==> src/rtl/eth_gen_pkg.sv <==
package eth_gen_pkg;

  typedef enum logic [3:0] {
    FLD_GAP, FLD_PRE, FLD_SFD, FLD_DST, FLD_SRC,
    FLD_LEN, FLD_PAY, FLD_PAD, FLD_FCS
  } fld_e;

  localparam logic [31:0] CRC_POLY_REFL = 32'hEDB88320;

  // One byte of reflected CRC-32 update
  function automatic logic [31:0] crc32_step(input logic [31:0] c, input logic [7:0] b);
    logic [31:0] r;
    r = c ^ {24'd0, b};
    for (int i = 0; i < 8; i++) begin
      r = r[0] ? ((r >> 1) ^ CRC_POLY_REFL) : (r >> 1);
    end
    return r;
  endfunction

endpackage

==> src/rtl/eth_lfsr.sv <==
module eth_lfsr #(
  parameter int W = 32,
  parameter logic [W-1:0] SEED = 32'hC0FFEE01,
  parameter logic [W-1:0] TAP_MASK = 32'h80200003
) (
  input  logic         clk,
  input  logic         rst_n,
  input  logic         step,
  output logic [W-1:0] state
);

  always_ff @(posedge clk or negedge rst_n) begin
    if (!rst_n) begin
      state <= SEED;
    end else if (step) begin
      state <= state[0] ? ((state >> 1) ^ TAP_MASK) : (state >> 1);
    end
  end

  AST_LFSR_LIVE: assert property (@(posedge clk) disable iff (!rst_n)
    state != '0);

endmodule

==> src/rtl/eth_crc32.sv <==
module eth_crc32 (
  input  logic        clk,
  input  logic        rst_n,
  input  logic        clear,
  input  logic        en,
  input  logic [7:0]  din,
  output logic [31:0] crc
);
  import eth_gen_pkg::*;

  always_ff @(posedge clk or negedge rst_n) begin
    if (!rst_n) begin
      crc <= '1;
    end else if (clear) begin
      crc <= '1;
    end else if (en) begin
      crc <= crc32_step(crc, din);
    end
  end

endmodule

==> src/rtl/eth_frame_seq.sv <==
module eth_frame_seq
  import eth_gen_pkg::*;
#(
  parameter int LEN0 = 60,
  parameter int LEN1 = 0,
  parameter int LEN2 = 45,
  parameter int LEN3 = 1500,
  parameter int PRE_LEN = 7,
  parameter int ADDR_BYTES = 6,
  parameter int MIN_PAY = 46,
  parameter int GAP_CYCLES = 12,
  parameter int CW = 16
) (
  input  logic          clk,
  input  logic          rst_n,
  input  logic [1:0]    len_sel,
  input  logic          accept,
  output fld_e          fld,
  output logic [CW-1:0] idx,
  output logic [CW-1:0] len_q
);

  logic [CW-1:0] pad_q;
  logic [CW-1:0] pick_len;
  logic [CW-1:0] pick_pad;
  logic          last;
  fld_e          nxt;

  always_comb begin
    case (len_sel)
      2'd0:    pick_len = CW'(LEN0);
      2'd1:    pick_len = CW'(LEN1);
      2'd2:    pick_len = CW'(LEN2);
      default: pick_len = CW'(LEN3);
    endcase
    pick_pad = (pick_len < CW'(MIN_PAY)) ? (CW'(MIN_PAY) - pick_len) : '0;
  end

  // End-of-field detection and successor field
  always_comb begin
    last = 1'b0;
    nxt  = FLD_GAP;
    case (fld)
      FLD_PRE: begin last = (idx == CW'(PRE_LEN - 1));    nxt = FLD_SFD; end
      FLD_SFD: begin last = 1'b1;                          nxt = FLD_DST; end
      FLD_DST: begin last = (idx == CW'(ADDR_BYTES - 1)); nxt = FLD_SRC; end
      FLD_SRC: begin last = (idx == CW'(ADDR_BYTES - 1)); nxt = FLD_LEN; end
      FLD_LEN: begin
        last = (idx == CW'(1));
        if (len_q != '0)      nxt = FLD_PAY;
        else if (pad_q != '0) nxt = FLD_PAD;
        else                  nxt = FLD_FCS;
      end
      FLD_PAY: begin
        last = (idx == len_q - CW'(1));
        nxt  = (pad_q != '0) ? FLD_PAD : FLD_FCS;
      end
      FLD_PAD: begin last = (idx == pad_q - CW'(1)); nxt = FLD_FCS; end
      FLD_FCS: begin last = (idx == CW'(3));         nxt = FLD_GAP; end
      default: begin last = 1'b0;                    nxt = FLD_GAP; end
    endcase
  end

  always_ff @(posedge clk or negedge rst_n) begin
    if (!rst_n) begin
      fld   <= FLD_GAP;
      idx   <= '0;
      len_q <= '0;
      pad_q <= '0;
    end else if (fld == FLD_GAP) begin
      if (idx == CW'(GAP_CYCLES - 1)) begin
        fld   <= FLD_PRE;
        idx   <= '0;
        len_q <= pick_len;
        pad_q <= pick_pad;
      end else begin
        idx <= idx + CW'(1);
      end
    end else if (accept) begin
      if (last) begin
        fld <= nxt;
        idx <= '0;
      end else begin
        idx <= idx + CW'(1);
      end
    end
  end

  AST_LEN_FROZEN: assert property (@(posedge clk) disable iff (!rst_n)
    (fld != FLD_GAP) |=> $stable(len_q));

  AST_PAY_BOUND: assert property (@(posedge clk) disable iff (!rst_n)
    (fld == FLD_PAY) |-> (idx < len_q));

endmodule

==> src/rtl/eth_frame_gen.sv <==
module eth_frame_gen
  import eth_gen_pkg::*;
#(
  parameter int LEN0 = 60,
  parameter int LEN1 = 0,
  parameter int LEN2 = 45,
  parameter int LEN3 = 1500,
  parameter logic [47:0] DST_MAC = 48'h02005E102030,
  parameter logic [47:0] SRC_MAC = 48'h02AABBCCDDEE,
  parameter logic [31:0] LFSR_SEED = 32'hC0FFEE01,
  parameter int PRE_LEN = 7,
  parameter int MIN_PAY = 46,
  parameter int GAP_CYCLES = 12
) (
  input  logic       clk,
  input  logic       rst_n,
  input  logic [1:0] len_sel,
  input  logic       out_ready,
  output logic [7:0] out_data,
  output logic       out_valid,
  output logic       out_sof,
  output logic       out_eof
);

  localparam int CW = 16;
  localparam int ADDR_BYTES = 6;
  localparam logic [31:0] LFSR_MASK = 32'h80200003;
  localparam int IW = $clog2(GAP_CYCLES + 1);

  fld_e          fld;
  logic [CW-1:0] idx;
  logic [CW-1:0] len_q;
  logic [31:0]   lfsr;
  logic [31:0]   crc;
  logic          accept;
  logic [5:0]    sh_addr;
  logic [47:0]   dst_word;
  logic [47:0]   src_word;
  logic [31:0]   fcs_word;

  eth_frame_seq #(
    .LEN0(LEN0), .LEN1(LEN1), .LEN2(LEN2), .LEN3(LEN3),
    .PRE_LEN(PRE_LEN), .ADDR_BYTES(ADDR_BYTES), .MIN_PAY(MIN_PAY),
    .GAP_CYCLES(GAP_CYCLES), .CW(CW)
  ) u_seq (
    .clk(clk), .rst_n(rst_n), .len_sel(len_sel), .accept(accept),
    .fld(fld), .idx(idx), .len_q(len_q)
  );

  eth_lfsr #(.W(32), .SEED(LFSR_SEED), .TAP_MASK(LFSR_MASK)) u_lfsr (
    .clk(clk), .rst_n(rst_n),
    .step(accept && (fld == FLD_PAY)),
    .state(lfsr)
  );

  eth_crc32 u_crc (
    .clk(clk), .rst_n(rst_n),
    .clear(fld == FLD_GAP),
    .en(accept && (fld inside {FLD_DST, FLD_SRC, FLD_LEN, FLD_PAY, FLD_PAD})),
    .din(out_data),
    .crc(crc)
  );

  assign out_valid = (fld != FLD_GAP);
  assign accept    = out_valid && out_ready;
  assign out_sof   = (fld == FLD_PRE) && (idx == '0);
  assign out_eof   = (fld == FLD_FCS) && (idx == CW'(3));

  always_comb begin
    sh_addr  = 6'((ADDR_BYTES - 1 - int'(idx[2:0])) * 8);
    dst_word = DST_MAC >> sh_addr;
    src_word = SRC_MAC >> sh_addr;
    fcs_word = (~crc) >> {idx[1:0], 3'b000};
    case (fld)
      FLD_PRE: out_data = 8'h55;
      FLD_SFD: out_data = 8'hD5;
      FLD_DST: out_data = dst_word[7:0];
      FLD_SRC: out_data = src_word[7:0];
      FLD_LEN: out_data = (idx == '0) ? len_q[15:8] : len_q[7:0];
      FLD_PAY: out_data = lfsr[7:0];
      FLD_FCS: out_data = fcs_word[7:0];
      default: out_data = 8'h00;
    endcase
  end

  // Idle run length, kept only for the gap check below
  logic [IW-1:0] idle_run;
  always_ff @(posedge clk or negedge rst_n) begin
    if (!rst_n) begin
      idle_run <= '0;
    end else if (out_valid) begin
      idle_run <= '0;
    end else if (idle_run != IW'(GAP_CYCLES)) begin
      idle_run <= idle_run + IW'(1);
    end
  end

  AST_SOF_ON_PREAMBLE: assert property (@(posedge clk) disable iff (!rst_n)
    out_sof |-> (out_valid && out_data == 8'h55));

  AST_MARKERS_EXCL: assert property (@(posedge clk) disable iff (!rst_n)
    !(out_sof && out_eof));

  AST_STALL_HOLD: assert property (@(posedge clk) disable iff (!rst_n)
    (out_valid && !out_ready) |=>
      (out_valid && $stable(out_data) && $stable(out_sof) && $stable(out_eof)));

  AST_IDLE_AFTER_EOF: assert property (@(posedge clk) disable iff (!rst_n)
    (out_valid && out_ready && out_eof) |=> !out_valid);

  AST_GAP_LENGTH: assert property (@(posedge clk) disable iff (!rst_n)
    (out_sof && idle_run != '0) |-> (idle_run >= IW'(GAP_CYCLES)));

endmodule

==> config.mk <==
export PLATFORM = sky130hd
export DESIGN_NAME = eth_frame_gen
export DESIGN_NICKNAME = d
export VERILOG_FILES = /design/src/rtl/eth_gen_pkg.sv /design/src/rtl/eth_lfsr.sv /design/src/rtl/eth_crc32.sv /design/src/rtl/eth_frame_seq.sv /design/src/rtl/eth_frame_gen.sv
export SDC_FILE = /design/constraint.sdc
export NUM_CORES = 1
export LEC_CHECK = 0
export BUFFER_PORTS_ARGS = -buffer_cell sky130_fd_sc_hd__buf_2
export CORE_MARGIN = 3
export CORE_UTILIZATION = 57
export CTS_CLUSTER_DIAMETER = 60
export DETAILED_ROUTE_END_ITERATION = 16
export PLACE_DENSITY = 0.83
export SETUP_SLACK_MARGIN = 0.02
export SYNTH_ARGS = -nofsm -noshare
export SYNTH_HDL_FRONTEND = slang
export SYNTH_SLANG_ARGS = --single-unit
==> constraint.sdc <==
create_clock -name clk -period 3.6 [get_ports clk]
set_input_delay 0.18 -clock clk [delete_from_list [all_inputs] [get_ports clk]]
set_output_delay 0.18 -clock clk [all_outputs]
set_load 0.01 [all_outputs]
=== After elaboration in Yosys (flattened, before gate mapping) ===
Cells that the tools add are included.
W data, S select, Z words.

* Register bits: 116
* Output and inout port bits: 11
* Logic and storage cells: 89

* $add $sub $neg: 5
* Order comparisons: 1
* Equality and inequality tests: 18
* Shift-type cells: 3
* Mux-type cells: 27
* Bitwise operators: 11
* Reductions and logical operators: 18

{| class="wikitable"
|+ Operator list
! cell !! number
|-
| $mux W32 || 11
|-
| $not A13 Y14 || 8
|-
| $shr A42 B6 Y8 const A || 2
|-
| $mux W16 || 5
|-
| $pmux W8 S7 || 1
|-
| $pmux W11 S3 || 1
|-
| $eq A16 B16 Y1 || 2
|-
| $eq A16 B3 Y1 const B || 2
|-
| $not A32 Y32 || 1
|-
| $reduce_bool A16 Y1 || 2
|-
| $shr A32 B5 Y8 || 1
|-
| $sub A16 B1 Y16 const B || 2
|-
| $xor A32 B8 Y32 || 1
|-
| $pmux W4 S7 || 1
|-
| $mux W4 || 6
|-
| $add A16 B1 Y16 const B || 1
|-
| $eq A16 B1 Y1 const B || 1
|-
| $eq A16 B2 Y1 const B || 1
|-
| $eq A16 B4 Y1 const B || 1
|-
| $eq A4 B3 Y1 const B || 4
|-
| $logic_not A16 Y1 || 1
|-
| $sub A6 B11 Y12 const A || 1
|-
| $lt A11 B6 Y1 const B || 1
|-
| $eq A4 B2 Y1 const B || 2
|-
| 18 further kinds || 24
|}

=== Depth between registers and ports, before layout ===
Gate-level depths: netlist of the first run.

* Word-level depth: 22
* Mapped depth: 16
* Depth with buffers taken out: 13

=== By module ===
From an unflattened synthesis of the first run, not the netlist that was laid out.

* Cell total of the unflattened synthesis: 660
* Area, all modules: 6,790.3 µm²

{| class="wikitable"
|+ Modules (own cells, without submodules)
! module !! instances !! cells an instance !! area an instance (µm²)
|-
| eth_frame_seq || 1 || 292 || 2,439.8
|-
| eth_crc32 || 1 || 192 || 2,078.2
|-
| eth_lfsr || 1 || 73 || 1,352.5
|-
| eth_frame_gen || 1 || 103 || 919.6
|}

=== Worst setup path before layout of the first run ===
Ideal clock, no wire load.

* Path type: flip-flop to flip-flop
* From: register u_seq.fld[2]
* To: register u_seq.fld[2]
* Library setup time: 125 ps
* Arrival: 3,415 ps
* Setup slack: 60 ps
* Cell stages (with the launch flop): 15
* Cells stage by stage: dfrtp_1 buf_2 and4b_1 buf_2 nand2_1 ha_1 nor4b_1 xor2_1 mux2i_1 or3_1 o2111ai_1 o32ai_1 o31ai_2 a21boi_2 mux2_2

* Word-level cells in the longest chain between the ends: 5
* Elaborated cells on any way between the ends: 21
* Those cells by class: eq/ne (9); mux (5); reduce/logical (7)

{| class="wikitable"
|+ Ends and longest elaborated chain
! item !! line !! RTL
|-
| start: declaration || eth_frame_seq.sv:18 || <nowiki>output fld_e fld,</nowiki>
|-
| start signal: assignment || eth_frame_seq.sv:81 || <nowiki>fld <= nxt;</nowiki>
|-
| $eq A4 B2 Y1 (tied with other cells) || eth_frame_seq.sv:43 || <nowiki>case (fld)</nowiki>
|-
| $reduce_or A2 Y1 (no line) or $pmux W4 S7 (tied branches) || - ||
|-
| $pmux W1 S7 or $mux W4 (tied branches) || eth_frame_seq.sv:43, eth_frame_seq.sv:80 ||
|-
| $reduce_bool A2 Y1 (no line) or $mux W4 (tied branches) || - ||
|-
| $reduce_and A3 Y1 (no line) or $mux W4 (tied branches) || - ||
|}

Several ways; a longest one is shown, not always the timed one. The select of a mux whose other input is x is not followed.
A chain may end at the register's enable or synchronous reset.

=== Worst setup path in the final report of the first run ===
* From: register u_seq.fld[3]
* To: register u_crc.crc[19]

* Word-level cells in the longest chain between the ends: 18
* Elaborated cells on any way between the ends: 33
* Those cells by class: eq/ne (8); mux (11); bitwise (8); reduce/logical (6)

{| class="wikitable"
|+ Ends and longest elaborated chain
! item !! line !! RTL
|-
| $eq A4 B4 Y1 (tied with other cells) || eth_frame_gen.sv:74 || <nowiki>case (fld)</nowiki>
|-
| $pmux W8 S7 || eth_frame_gen.sv:74 ||
|-
| $xor A32 B8 Y32 || eth_gen_pkg.sv:13 || <nowiki>r = c ^ {24'd0, b};</nowiki>
|-
| $mux W32 (2 in a row) || eth_gen_pkg.sv:15 || <nowiki>r = r[0] ? ((r >> 1) ^ CRC_POLY_REFL) : (r >> 1);</nowiki>
|-
| $not A13 Y14 (no line) || - ||
|-
| $mux W32 || eth_gen_pkg.sv:15 ||
|-
| $not A13 Y14 (no line) || - ||
|-
| $mux W32 (2 in a row) || eth_gen_pkg.sv:15 ||
|-
| $not A13 Y14 (no line) || - ||
|-
| $mux W32 || eth_gen_pkg.sv:15 ||
|-
| $not A13 Y14 (no line) || - ||
|-
| $mux W32 || eth_gen_pkg.sv:15 ||
|-
| $not A13 Y14 (no line) || - ||
|-
| $mux W32 || eth_gen_pkg.sv:15 ||
|-
| $mux W32 || eth_crc32.sv:16 || <nowiki>end else if (en) begin</nowiki>
|-
| $mux W32 || eth_crc32.sv:14 || <nowiki>end else if (clear) begin</nowiki>
|-
| end signal: assignment || eth_crc32.sv:17 || <nowiki>crc <= crc32_step(crc, din);</nowiki>
|-
| end: declaration || eth_crc32.sv:7 || <nowiki>output logic [31:0] crc</nowiki>
|}

Several ways; a longest one is shown, not always the timed one. The select of a mux whose other input is x is not followed.

==> out/qor.yml, run 1 <==
worst_setup_path:
  critical_path.endpoint: "u_crc.crc[19]"
  cp_max_fo: 7
  worstSetupPathType: "reg -> reg"
  start_kind: "register"
  arrival_ns: 3.82
  cp_data_required_time_ns: 3.91
  cp-end-kind: "register"
  crit_path_start: "u_seq.fld[3]"
  r2r-end: "u_crc.crc[19]"
  r2r_slack_ns: 0.09
  ff2ff_path_depth: 12
  reg2reg_from: "u_seq.fld[3]"
sta:
  slew-limit-headroom: 0.231
  finalCritPeriodShare: 0.976
  drv_slew: 0
  worst_pin_slew_ns: 1.15
  finalWorstSetupSlack_ns: 0.0867
  setup_violations: 0
  max_freq_mhz: 285
  timing.hold.ws_ns: -0.0132
  clock_skew_ns: 0.0104
  fin_crit_ns: 3.51
  hold_violations: 8
status:
  status: "finished with violations"
  violations: "negative hold slack"
finish:
  syn2layout_area_growth_pct: 10.7
  antenna_cells: 0
  utilization: 0.658
  nets: 674
  layout_common_cells: "52 x nor2_1, 51 x xnor2_1, 49 x dfstp_2, 45 x a21oi_1, 43 x buf_4"
  drive_gt1_frac: 0.304
  final_cell_area_um2: 6920
  layout_commonest_cell: "nor2_1"
clocking:
  clock_sinks: 92
  worstSkewPairLatency_ns: 0.38
  cts_tree: "yes"
  hold_buffers: 0
  ctsHtreeMaxLevel: 3
  clk_pin_slew_ns: 0.10
  max-clock-path-buffers: 2
  cts_buffers: 9
  cts_root_buffer: "clkbuf_8"
floorplan:
  fp.coreArea_um2: 10500
  die_y_um: 111
  die_x_um: 111
  initial_utilization: 0.595
  io_pins: 16
  rows: 37
  die_area_um2: 12300
place:
  dpl-instance-area_um2: 6600
  dp_slack_ns: 0.0692
  gp_congestion: 0.956
  place.detailed.hpwl_um: 10700
  port_buffers: 15
global_route:
  grt_pass1_vias: 4833
  grt_overflow: 0
  grt_start_max_net_pins: 93
  grt_pass1_wl_um: 24400
  grt_usage: 0.243
  antenna_found_initial: 0
route:
  drc: 0
  ant_nets: 0
  firstDrtPassIters: 6
  initialDrtViolationCount: 479
  via_per_inst: 6.32
  wl_per_cell_um: 19.1
  dr_total_vias: 5021
  wl_um: 15200
yosys:
  syn-cell-area_um2: 6250
  yosys_most_used_dff: "dfstp_2"
  mappedNetlistNets: 646
  ys_warn_count: 0
  seq_area_frac_synth: 0.378
  synth_cell_types: 79
  yosys_register_bits: 92
  avgSynthCellArea_um2: 10.0
  syn_inst: 625
  async_flop_share: 1.00
  synth-edff-count: 0
power_and_ir_drop:
  power_leakage_nw: 2.89
  power.density_nw_per_um2: 328
  ir_drop_mv: 0.197
run:
  maxCapViolations: 0
hold_path:
  hp-class: "in -> async"
[flip-flops by register name, indices dropped and copies added, names as in the netlist]
register / count
u_crc.crc: 32
u_seq.len_q: 5
u_lfsr.state: 32
u_seq.idx: 16
u_seq.pad_q: 3
u_seq.fld: 4
[kinds of logic after synthesis]
group,count (synthesis),synth area share
simple gates,194,0.165
flops,92,0.378
xor+xnor,84,0.138
buf+inv,57,0.0400
mux,50,0.103
compound gates,132,0.143
fa+ha+maj,16,0.0320
[how the worst min path moves through the flow]
stage                     cells after the start  slack [ns]               end
after CTS                                     1        0.05      u_seq.idx[2]
after global placement                        1        0.45    u_seq.len_q[8]
after detailed placement                      1        0.47    u_seq.len_q[8]
after floorplan                               0       -0.12  u_lfsr.state[12]
after global routing                          1        0.09      u_seq.idx[5]
final                                         1       -0.01    u_seq.len_q[8]
[cell usage after synthesis (all sizes together) (12+ instances only)]
cell    instances  share of area
xnor2          57          0.085
nor2           53          0.032
dfstp          49           0.21
a21oi          47          0.038
dfrtp          43           0.17
mux2           35          0.063
nand2          32          0.020
clkbuf         26          0.016
o21ai          24          0.019
xor2           24          0.043
nor2b          17          0.017
ha             16          0.032
buf            15          0.014
inv            15         0.0090
a22o           13          0.018
and3           12          0.012
nor3           12         0.0096
nor4           12          0.013
[cell type report]
class                      count  area [um^2]
fill                         795         3590
clock inverter                 7         88.8
multi-input combinational    476         3700
inverter                      16         62.6
sequential                    92         2360
timing repair buffer          58          404
tap                          136          170
clock buffer                   9          124
[what timing repair did]
action                     in CTS  in global routing
gates resized for setup         0                 13
setup endpoints to repair       0                 33
setup buffers                   0                  5
[metal layers]
metal	vias up	routed length, um	track usage
li1	2278	-	-
met1	2491	6190	0.315
met2	214	7570	0.400
met3	38	991	0.0519
met4	0	427	0.0944
met5	-	0	0
[report_power, final]
part           internal (mW)  switching, mW
Clock                  0.340          0.415
Combinational          0.168          0.228
Sequential              1.06         0.0514
[through the flow]
step	setup TNS (ns)	power, mW	instances
after CTS	0	2.26	789
final	0	2.27	794
after detailed placement	0	1.50	773
after global routing	-0.0504	2.37	794
after floorplan	0	1.39	625
after global placement	0	1.48	773
[worst max-delay path, cell delays in order (launching register included)]
cell and delay (ns):
dfrtp_1 0.46, or4b_4 0.55, ha_1 0.22, nor2b_1 0.14, o32ai_2 0.31, a31oi_1 0.14
o32ai_2 0.43, xor2_2 0.16, buf_4 0.18, xnor2_4 0.29, xnor2_2 0.14, xnor2_1 0.15
o32a_1 0.28
No activity file was read; power rests on OpenSTA's default activity.
==> run 2: changes to the inputs <==
--- a/config.mk
+++ b/config.mk
@@ -5,13 +5,14 @@
 export SDC_FILE = /design/constraint.sdc
 export NUM_CORES = 1
 export LEC_CHECK = 0
+export ABC_AREA = 1
 export BUFFER_PORTS_ARGS = -buffer_cell sky130_fd_sc_hd__buf_2
 export CORE_MARGIN = 3
-export CORE_UTILIZATION = 57
+export CORE_UTILIZATION = 58
 export CTS_CLUSTER_DIAMETER = 60
 export DETAILED_ROUTE_END_ITERATION = 16
-export PLACE_DENSITY = 0.83
-export SETUP_SLACK_MARGIN = 0.02
+export PLACE_DENSITY = 0.84
+export SETUP_SLACK_MARGIN = 0.1
 export SYNTH_ARGS = -nofsm -noshare
 export SYNTH_HDL_FRONTEND = slang
 export SYNTH_SLANG_ARGS = --single-unit
==> run 2 against run 1 <==
  * The flow still finishes with violations (negative hold slack)
  * Clock skew grew 0.0022 ns
  * Area after synthesis increased by 5.1%
  * Wire length up 11%
  * Largest cell class unchanged
  * Highest routed layer unchanged
==> out/qor.yml, run 2 <==
clocking:
  clk_pin_slew_ns: 0.07  # -0.03 ns
  worstSkewPairLatency_ns: 0.37  # about the same
  ctsResizeCount: 0  # unchanged
  cts_buffers: 9  # unchanged
  cts_root_buffer: "clkbuf_16"
  clock_sinks: 92  # unchanged
  hold_buffers: 0  # unchanged
  cts_setup_buffers: 0  # unchanged
  cts_tree: "yes"
  max-clock-path-buffers: 2  # unchanged
  ctsHtreeMaxLevel: 3  # unchanged
sta:
  setup_violations: 0  # unchanged
  max_freq_mhz: 312  # +9.7%
  slew-limit-headroom: 0.354  # +0.123
  fin_crit_ns: 3.20  # -0.310 ns
  timing.hold.ws_ns: -0.0254  # -0.0123 ns
  timing.setup.tns_ns: 0  # unchanged
  drv_slew: 0  # unchanged
  rsz0062_at_grt: "false"
  clock_skew_ns: 0.0126  # +0.00221 ns
  worst_pin_slew_ns: 0.969  # -0.184 ns
  finalCritPeriodShare: 0.890  # -0.0862
  hold_violations: 15  # +7
floorplan:
  die_x_um: 112  # +1.5%
  rows: 38  # +2.7%
  initial_utilization: 0.600  # +0.00574
  die_y_um: 112  # +1.5%
  fp.coreArea_um2: 10900  # +4.1%
  die_area_um2: 12600  # +3.1%
  io_pins: 16  # unchanged
finish:
  drive_gt1_frac: 0.148  # -0.156
  regArea_um2: 2360  # about the same
  n_fill_cell: 988  # +24%
  layout_common_cells: "276 x nand2_1, 122 x inv_1, 98 x nand3_1, 78 x o21ai_0, 61 x nor2_1"
  syn2layout_area_growth_pct: 8.12
  nets: 976  # +45%
  multiInputGateArea_um2: 3610  # -2.4%
  layout_commonest_cell: "nand2_1"
  utilization: 0.649  # -0.00886
  reg.largest.list: "u_crc.crc x32, u_lfsr.state x32, u_seq.idx x16"
  antenna_cells: 0  # unchanged
yosys:
  async_flop_share: 1.00  # unchanged
  seq_area_frac_synth: 0.360  # -0.0182
  avgSynthCellArea_um2: 6.98  # -30%
  synth_top_area_cell: "dfstp_2"
  synth-edff-count: 0  # unchanged
  syn-cell-area_um2: 6570  # +5.1%
  yosys_register_bits: 92  # unchanged
  ys_warn_count: 0  # unchanged
  syn_inst: 941  # +51%
  synth_cell_types: 42  # -47%
  synth_common_cells: "276 x nand2_1, 122 x inv_1, 98 x nand3_1, 78 x o21ai_0, 61 x nor2_1"
  yosysMostFrequentCell: "nand2_1"
  yosys_most_used_dff: "dfstp_2"
  synth.area.top_cells: "dfstp_2 20%, dfrtp_1 16%, nand2_1 16%"
  synth_top_area_share: 0.196  # -0.00993
  mappedNetlistNets: 962  # +49%
route:
  ant_nets: 0  # unchanged
  firstDrtPassIters: 5  # -1
  via_per_inst: 5.57  # -12%
  wl_per_cell_um: 15.4  # -20%
  drc: 0  # unchanged
  dr_total_vias: 6126  # +22%
  initialDrtViolationCount: 634  # +32%
  wl_um: 16900  # +11%
worst_setup_path:
  worstSetupPathType: "reg -> reg"
  cp_max_fo: 9  # +2
  arrival_ns: 3.49  # -0.33 ns
  start_kind: "register"
  cp-end-kind: "register"
  cp_data_required_time_ns: 3.89  # -0.02 ns
power_and_ir_drop:
  ir_drop_mv: 0.583  # +200%
  power.density_nw_per_um2: 1060  # +220%
  power_leakage_nw: 3.59  # +25%
global_route:
  antenna_found_initial: 0  # unchanged
  grt_usage: 0.282  # +0.0383
  grt_start_max_net_pins: 79  # -15%
  grt_overflow: 0  # unchanged
  grt_pass1_vias: 5709  # +18%
  grt_pass1_wl_um: 28500  # +17%
place:
  port_buffers: 15  # unchanged
  gp_congestion: 0.995  # +4.1%
  place.detailed.hpwl_um: 12200  # +14%
status:
  status: "finished with violations"
  violations: "negative hold slack"
hold_path:
  hp-class: "in -> async"
run:
  maxCapViolations: 0  # unchanged
[run 2: layer usage]
layer	vias up	wire length, um	GRT usage
li1	3025	-	-
met1	2794	7400	0.407
met2	278	7380	0.426
met3	29	1770	0.0582
met4	0	337	0.0913
met5	-	0	0
[run 2: path summary, 6_finish.rpt]
| path | startpoint | end | slack [ns] | depth (start not counted) |
|---|---|---|---|---|
| max in group asynchronous | rst_n | u_crc.crc[4] | 2.79 | 2 |
| min reg2reg | u_lfsr.state[23] | u_lfsr.state[22] | 0.47 | 2 |
| min in group clk | len_sel[1] | u_seq.len_q[8] | 0.21 | 4 |
| max reg2reg | u_seq.fld[1] | u_crc.crc[7] | 0.40 | 18 |
| min | rst_n | u_seq.idx[6] | -0.03 | 1 |
| max | u_seq.fld[1] | u_crc.crc[7] | 0.40 | 18 |
[run 2: area by class of cell]
cell class / count / area share
multi-input cells: 696 / 0.509
flip-flops and latches: 92 / 0.333
inverters: 131 / 0.0696
clock buffers: 11 / 0.0342
well taps: 140 / 0.0247
repair buffers: 25 / 0.0215
clock inverters: 5 / 0.00846
[run 2: power by group]
part | leakage (nW) | internal [mW] | switching [mW] | total [mW]
clock network | 0.146 | 0.560 | 0.426 | 0.986
registers | 1.06 | 1.37 | 0.244 | 1.62
logic | 2.38 | 1.54 | 3.39 | 4.93
total | 3.59 | 3.47 | 4.06 | 7.54
[run 2: per-stage QoR]
stage          cell area (um^2)  power [mW]  instances  worst slack [ns]
6_report                   7100        7.54       1100             0.397
5_1_grt                    7100        8.24       1100             0.101
4_1_cts                    7100        7.42       1100             0.491
3_5_place_dp               6800        6.38       1084             0.504
3_3_place_gp               6800        6.30       1084             0.575
2_1_floorplan              6570        5.23        941             0.933
[run 2: worst max-delay path, cell delays in order (launching register included)]
cell,delay (ns)
dfrtp_1,0.45
inv_2,0.18
nand2_1,0.13
nor2_1,0.29
ha_1,0.30
o21ai_0,0.17
nor2_1,0.07
nor2_2,0.18
nand3_2,0.20
xor2_2,0.26
nand2_1,0.10
nand2_2,0.24
nand2_1,0.08
nand2_1,0.13
inv_1,0.08
nand2_1,0.06
nand3_1,0.07
o21ai_1,0.09
inv_1,0.06
[run 2: logic make-up after synthesis]
logic type | share of synthesized area
AND/OR/NAND/NOR | 0.338
buffers and inverters | 0.0901
AO/OA/AOI/OAI | 0.107
flip-flops | 0.360
XOR/XNOR | 0.0743
adder cells (fa/ha/maj) | 0.0305
